## src/rtl/satalu_pkg.sv

```systemverilog
package satalu_pkg;

  typedef enum logic [1:0] {
    OP_ADD  = 2'b00,
    OP_SUB  = 2'b01,
    OP_RSUB = 2'b10,
    OP_SUBI = 2'b11
  } sat_op_e;

  typedef struct packed {
    logic zero;
    logic sign;
    logic carry;
    logic ovf;
  } sat_flags_t;

endpackage

```

## src/rtl/satalu_core.sv

```systemverilog
module satalu_core
  import satalu_pkg::*;
#(
  parameter int W     = 32,
  parameter int IMM_W = 5
) (
  input  sat_op_e          op,
  input  logic [W-1:0]     opnd_a,
  input  logic [W-1:0]     opnd_b,
  input  logic [IMM_W-1:0] imm,
  output logic [W-1:0]     raw,
  output logic             carry,
  output logic             ovf
);
  localparam int EXT_W = W - IMM_W;

  logic [W-1:0] lhs, rhs, rhs_eff, imm_ext;
  logic         do_sub;
  logic [W:0]   sum;

  assign imm_ext = {{EXT_W{imm[IMM_W-1]}}, imm};

  // operand routing: lhs is the minuend for subtractions
  always_comb begin
    lhs    = opnd_b;
    rhs    = opnd_a;
    do_sub = 1'b0;
    unique case (op)
      OP_ADD:  begin lhs = opnd_b; rhs = opnd_a;  do_sub = 1'b0; end
      OP_SUB:  begin lhs = opnd_b; rhs = opnd_a;  do_sub = 1'b1; end
      OP_RSUB: begin lhs = opnd_a; rhs = opnd_b;  do_sub = 1'b1; end
      OP_SUBI: begin lhs = opnd_a; rhs = imm_ext; do_sub = 1'b1; end
      default: ;
    endcase
  end

  // one shared adder: subtraction as lhs + ~rhs + 1
  assign rhs_eff = rhs ^ {W{do_sub}};
  assign sum     = {1'b0, lhs} + {1'b0, rhs_eff} + {{W{1'b0}}, do_sub};
  assign raw     = sum[W-1:0];
  // borrow is the absence of carry out when subtracting
  assign carry   = do_sub ? ~sum[W] : sum[W];
  assign ovf     = (lhs[W-1] == rhs_eff[W-1]) && (raw[W-1] != lhs[W-1]);

endmodule

```

## src/rtl/satalu_clamp.sv

```systemverilog
module satalu_clamp
  import satalu_pkg::*;
#(
  parameter int W = 32
) (
  input  logic [W-1:0] raw,
  input  logic         raw_carry,
  input  logic         raw_ovf,
  output logic [W-1:0] result,
  output sat_flags_t   flags
);
  localparam logic [W-1:0] POS_LIMIT = {1'b0, {(W-1){1'b1}}};
  localparam logic [W-1:0] NEG_LIMIT = {1'b1, {(W-1){1'b0}}};

  always_comb begin
    if (raw_ovf) begin
      // a wrapped negative value means the true sum ran past the top
      result = raw[W-1] ? POS_LIMIT : NEG_LIMIT;
    end else begin
      result = raw;
    end
    flags.zero  = ~raw_ovf & (raw == '0);
    flags.sign  = result[W-1];
    flags.carry = raw_carry;
    flags.ovf   = raw_ovf;
  end

endmodule

```

## src/rtl/satalu_sticky.sv

```systemverilog
module satalu_sticky (
  input  logic clk,
  input  logic rst_n,
  input  logic wr_en,
  input  logic wr_val,
  input  logic accept,
  input  logic sat_in,
  output logic sticky
);
  always_ff @(posedge clk or negedge rst_n) begin
    if (!rst_n)                sticky <= 1'b0;
    else if (wr_en)            sticky <= wr_val;
    else if (accept && sat_in) sticky <= 1'b1;
  end


  flag_wr_chk: assert property (@(posedge clk) disable iff (!rst_n)
    wr_en |=> (sticky == $past(wr_val)));


  sticky_hold_chk: assert property (@(posedge clk) disable iff (!rst_n)
    (sticky && !wr_en) |=> sticky);


  no_accept_chk: assert property (@(posedge clk) disable iff (!rst_n)
    (!wr_en && !accept) |=> $stable(sticky));

endmodule

```

## src/rtl/satalu_stage.sv

```systemverilog
module satalu_stage
  import satalu_pkg::*;
#(
  parameter int W = 32
) (
  input  logic         clk,
  input  logic         rst_n,
  input  logic         in_valid,
  output logic         in_ready,
  input  logic [W-1:0] d_result,
  input  sat_flags_t   d_flags,
  output logic         out_valid,
  input  logic         out_ready,
  output logic [W-1:0] out_result,
  output sat_flags_t   out_flags,
  output logic         accept
);
  localparam logic [W-1:0] POS_LIMIT = {1'b0, {(W-1){1'b1}}};
  localparam logic [W-1:0] NEG_LIMIT = {1'b1, {(W-1){1'b0}}};

  assign in_ready = !out_valid || out_ready;
  assign accept   = in_valid && in_ready;

  always_ff @(posedge clk or negedge rst_n) begin
    if (!rst_n) begin
      out_valid  <= 1'b0;
      out_result <= '0;
      out_flags  <= '0;
    end else begin
      if (accept) begin
        out_valid  <= 1'b1;
        out_result <= d_result;
        out_flags  <= d_flags;
      end else if (out_ready) begin
        out_valid  <= 1'b0;
      end
    end
  end


  hold_chk: assert property (@(posedge clk) disable iff (!rst_n)
    (out_valid && !out_ready) |=> (out_valid && $stable(out_result) && $stable(out_flags)));


  sat_extreme_chk: assert property (@(posedge clk) disable iff (!rst_n)
    (out_valid && out_flags.ovf) |->
      ((out_result == POS_LIMIT && !out_flags.sign) || (out_result == NEG_LIMIT && out_flags.sign)));


  sat_nonzero_chk: assert property (@(posedge clk) disable iff (!rst_n)
    (out_valid && out_flags.ovf) |-> !out_flags.zero);

endmodule

```

## src/rtl/satalu_unit.sv

```systemverilog
module satalu_unit
  import satalu_pkg::*;
#(
  parameter int W     = 32,
  parameter int IMM_W = 5
) (
  input  logic             clk,
  input  logic             rst_n,
  input  logic             in_valid,
  output logic             in_ready,
  input  logic [1:0]       in_op,
  input  logic [W-1:0]     in_a,
  input  logic [W-1:0]     in_b,
  input  logic [IMM_W-1:0] in_imm,
  output logic             out_valid,
  input  logic             out_ready,
  output logic [W-1:0]     out_result,
  output logic             out_zero,
  output logic             out_sign,
  output logic             out_carry,
  output logic             out_ovf,
  input  logic             flag_wr_en,
  input  logic             flag_wr_val,
  output logic             sat_sticky
);
  logic [W-1:0] raw, clamped;
  logic         raw_carry, raw_ovf, accept;
  sat_flags_t   d_flags, q_flags;

  satalu_core #(.W(W), .IMM_W(IMM_W)) u_core (
    .op(sat_op_e'(in_op)), .opnd_a(in_a), .opnd_b(in_b), .imm(in_imm),
    .raw(raw), .carry(raw_carry), .ovf(raw_ovf)
  );

  satalu_clamp #(.W(W)) u_clamp (
    .raw(raw), .raw_carry(raw_carry), .raw_ovf(raw_ovf),
    .result(clamped), .flags(d_flags)
  );

  satalu_stage #(.W(W)) u_stage (
    .clk(clk), .rst_n(rst_n), .in_valid(in_valid), .in_ready(in_ready),
    .d_result(clamped), .d_flags(d_flags),
    .out_valid(out_valid), .out_ready(out_ready),
    .out_result(out_result), .out_flags(q_flags), .accept(accept)
  );

  satalu_sticky u_sticky (
    .clk(clk), .rst_n(rst_n), .wr_en(flag_wr_en), .wr_val(flag_wr_val),
    .accept(accept), .sat_in(raw_ovf), .sticky(sat_sticky)
  );

  assign out_zero  = q_flags.zero;
  assign out_sign  = q_flags.sign;
  assign out_carry = q_flags.carry;
  assign out_ovf   = q_flags.ovf;


  reset_idle_chk: assert property (@(posedge clk) disable iff (!rst_n)
    $rose(rst_n) |-> (!out_valid && !sat_sticky));

endmodule

```

## config.mk

```make
export PLATFORM = sky130hd
export DESIGN_NAME = satalu_unit
export DESIGN_NICKNAME = d
export VERILOG_FILES = /design/src/rtl/satalu_pkg.sv /design/src/rtl/satalu_core.sv /design/src/rtl/satalu_clamp.sv /design/src/rtl/satalu_sticky.sv /design/src/rtl/satalu_stage.sv /design/src/rtl/satalu_unit.sv
export SDC_FILE = /design/constraint.sdc
export NUM_CORES = 1
export LEC_CHECK = 0
export BUFFER_PORTS_ARGS = -buffer_cell sky130_fd_sc_hd__buf_2
export CORE_AREA = 2 2 96 98
export CTS_CLUSTER_SIZE = 24
export DETAILED_ROUTE_END_ITERATION = 12
export DIE_AREA = 0 0 98 100
export PLACE_DENSITY = 0.87
export REMOVE_ABC_BUFFERS = 1
export SLEW_MARGIN = 20
export SYNTH_ARGS = -nofsm -noshare
export SYNTH_HDL_FRONTEND = slang
export SYNTH_SLANG_ARGS = --single-unit
```

## constraint.sdc

```tcl
create_clock -name clk -period 5.9 [get_ports clk]
set_input_delay 1.77 -clock clk [delete_from_list [all_inputs] [get_ports clk]]
set_output_delay 1.77 -clock clk [all_outputs]
set_load 0.005 [all_outputs]
```

==> impl_metrics.csv <==
group,metric,value,unit
timing,finalHoldViolCount,0,
pwr,power_frac_comb,0.601,
cts,postCtsHoldBufs,0,
cts,cts.htree.levels,2,
pwr,p_switching,593,uW
routing,via_per_inst,5.97,
synthesis,synth-edff-count,0,
final_layout,drive_above_1_share,0.249,
synthesis,synth_top_family_by_area,"compound AO/OA/AOI/OAI gates",
routing,drt_iter0_drc,195,
routing,wl,13100,um
routing,drtAntennaViolNets,0,
final_layout,antennaDiodeCount,0,
cts,clkLatencyLatePin,0.29,ns
timing,fin_crit,5.40,ns
pwr,leakage,0.00246,uW
global_route,top_usage_layer,"met2",
job,maxCapViolCount,0,
cts,cts_root_buf,"clkbuf_8",
final_layout,nNetsFinal,837,
synthesis,synth-compound-area-share,0.296,
pwr,finalPower,1350,uW
cts,cts_resized,0,
critical_path,start_kind,"primary input",
synthesis,synth.top_cell.area_share,0.195,
global_route,overflow,0,
synthesis,synthXorXnorAreaFrac,0.103,
placement,io_buffer_count,115,
global_route,grt_first_pass_wirelength,21500,um
floorplan,core_region_area,0.00889,mm^2
pwr,ir_worst_vdd,0.000123,V
routing,vias,5005,
timing,skew,0.00592,ns
pwr,netSwitchingFraction,0.440,
floorplan,initial_core_util,0.534,
critical_path,worstPathArrival,5.53,ns
synthesis,muxShareOfSynthArea,0.0843,
floorplan,die_area,0.00980,mm^2
timing,fmax,185,MHz
timing,relSlewSlack,0.474,
floorplan,rows,35,
global_route,grt_use_total,0.262,
pwr,p_int,755,uW
timing,whs,0.481,ns
routing,drc_errors,0,
pwr,clkPwrFrac,0.120,
timing,finalMaxSlewViolations,0,
synthesis,ys_types,64,
critical_path,critPathMaxFanout,30,
synthesis,ys_warn_count,0,
pwr,seqPwrFrac,0.279,
synthesis,postSynthAreaPerCell,7.48,um^2
synthesis,synth_fa_ha_area_frac,0.0859,
final_layout,fin_cells,838,
timing,fin_crit_sh,0.916,
critical_path,cpMaxStageDelayCell,"nand2_2",
global_route,antenna_found_initial,0,
final_layout,post-route-util,0.614,
global_route,grt_util_met2,0.473,
routing,avgRoutedWirePerCell,15.7,um
placement,placed_cells,832,
synthesis,synth_area,0.00475,mm^2
global_route,use_met3,0.0244,
synthesis,synth-simple-area-share,0.187,
global_route,use_met1,0.340,
global_route,grt_max_degree,65,
timing,rsz0062_at_grt,"no",
cts,cts_setup_buffers,0,
synthesis,ys.flop_type,"dfrtp_1",
placement,gp_routability_congestion,0.897,
timing,worst_pin_slew,0.789,ns
floorplan,fp.dieH,100,um
hold_path,hold_path_depth,2,
critical_path,end_kind,"flop",
cts,cts_made_buffers,5,
critical_path,cp_slowest_stage_delay,0.44,ns
synthesis,yosysTopAreaCell,"dfrtp_1",
timing,timing.setup.tns,0,ns
pwr,power_per_cell_area,247,mW/mm^2
synthesis,syn-instance-count,635,
critical_path,cp_cell_sequence,"buf_2 -> buf_4 -> xnor2_1 -> o21ai_0 -> ha_1 -> a21oi_1 -> o211ai_1 -> a41o_1 -> a31o_1 -> or3_1 -> a221oi_4 -> nand2_2 -> a21oi_1 -> o21ai_0",
timing,setup_viol_count_final,0,
cts,clk_pin_slew,0.07,ns
floorplan,die_w,98,um
final_layout,fillers,838,
placement,dpl.hpwl,10700,um
synthesis,ys_seq_area_frac,0.195,
cts,clock_path_buffers,2,
final_layout,synthToLayoutAreaGrowth,14.9,%
routing,drtPass1Iterations,6,
synthesis,postSynth.asyncResetShare,1.00,
status,status,"finished, final reports clean",
hold_path,hold_class,"reg -> reg",
synthesis,netlist_top_cells_area,"dfrtp_1 (19%), a21oi_1 (9.0%), xnor2_1 (8.5%)",
floorplan,io_pins,116,
cts,clock-sinks,37,
critical_path,rr_worst_depth,9,
synthesis,yosys_register_bits,37,
critical_path,worst-setup-path-type,"in -> reg",
cts,cts_tree,"built",
global_route,grt_pass1_vias,4589,
critical_path,cp_data_required_time,6.02,ns
synth_stat cells (all sizes together) (7+ instances only):
master   n
or3      8
mux2    32
a21o    10
a21oi   87
dfrtp   37
nand3    9
nand2b   9
nor2    24
nand4    7
buf     17
xnor2   46
clkbuf  23
ha      31
nor3    12
o21ai   78
nand2   93
inv     14
xor2    10
area by class of cell:
type / count / area (um^2) / area share
Clock buffer: 5 / 68.8 / 0.0126
Inverter: 14 / 52.6 / 0.00963
Timing Repair Buffer: 126 / 671 / 0.123
Multi-Input combinational cell: 544 / 3600 / 0.659
Clock inverter: 1 / 5.00 / 0.000917
Sequential cell: 37 / 926 / 0.170
Tap cell: 111 / 139 / 0.0254
cell families after synthesis:
kind of cell	count (synthesis)
compound gates	232
simple gates	188
xor+xnor	56
buf+inv	54
flops	37
mux	36
fa+ha+maj	32
metrics by stage:
stage                     instance area (um^2)  setup WS [ns]
after global placement                    5380          0.424
final                                     5460          0.497
after floorplan                           4570          0.376
after detailed placement                  5380          0.253
after global routing                      5460         0.0845
after CTS                                 5460          0.552
per-layer routing:
metal  share of wire  up-vias  wire (um)
met5               0        -          0
met4           0.016        0        214
met3           0.048       16        626
met2            0.51      163       6640
met1            0.43     2333       5660
li1                -     2493          -
worst max-delay path, delay by kind of cell:
kind / cells / cell delay [ns]
AOI/OAI and AO/OA: 8 / 1.79
xor gates and xnor gates: 1 / 0.16
adders and majority gates: 1 / 0.40
buffers and inverters: 2 / 0.50
and+or+nand+nor: 2 / 0.87
flip-flops by register name, summed over array words and instances (netlist names):
register	flops
u_sticky.sticky	1
u_stage.out_flags	3
u_stage.out_valid	1
u_stage.out_result	32
path summary, 6_finish.rpt:
path	endpoint	slack, ns	from
worst max register to register	u_stage.out_flags[3]	3.30	u_stage.out_valid
worst min register to register	u_stage.out_result[0]	0.48	u_stage.out_result[0]
min in group asynchronous	u_stage.out_result[22]	1.56	rst_n
worst max-delay path	u_stage.out_result[30]	0.50	in_op[0]
max in group asynchronous	u_stage.out_result[8]	3.83	rst_n
worst min-delay path	u_stage.out_result[0]	0.48	u_stage.out_result[0]
cells in the final DEF (no fill, tap or decap), drive strengths merged, types with 5 or more instances in the layout:
cell	count
nand4	7
o31ai	5
clkbuf	5
nand2b	9
a211oi	5
inv	14
dfrtp	37
mux2	32
xor2	10
a31oi	5
a21oi	87
nor3	12
o21ai	78
xnor2	46
nand3	9
o211ai	5
buf	126
or3	8
a21o	10
nand2	93
nor2	24
ha	31
power groups by stage:
stage / Combinational [uW] / Sequential (uW) / Clock, uW
2_1_floorplan: 514 / 380 / 0
3_3_place_gp: 784 / 375 / 0
3_5_place_dp: 805 / 379 / 0
4_1_cts: 808 / 375 / 166
5_1_grt: 899 / 384 / 178
6_report: 810 / 376 / 162
No activity file was read; power rests on OpenSTA's default activity.
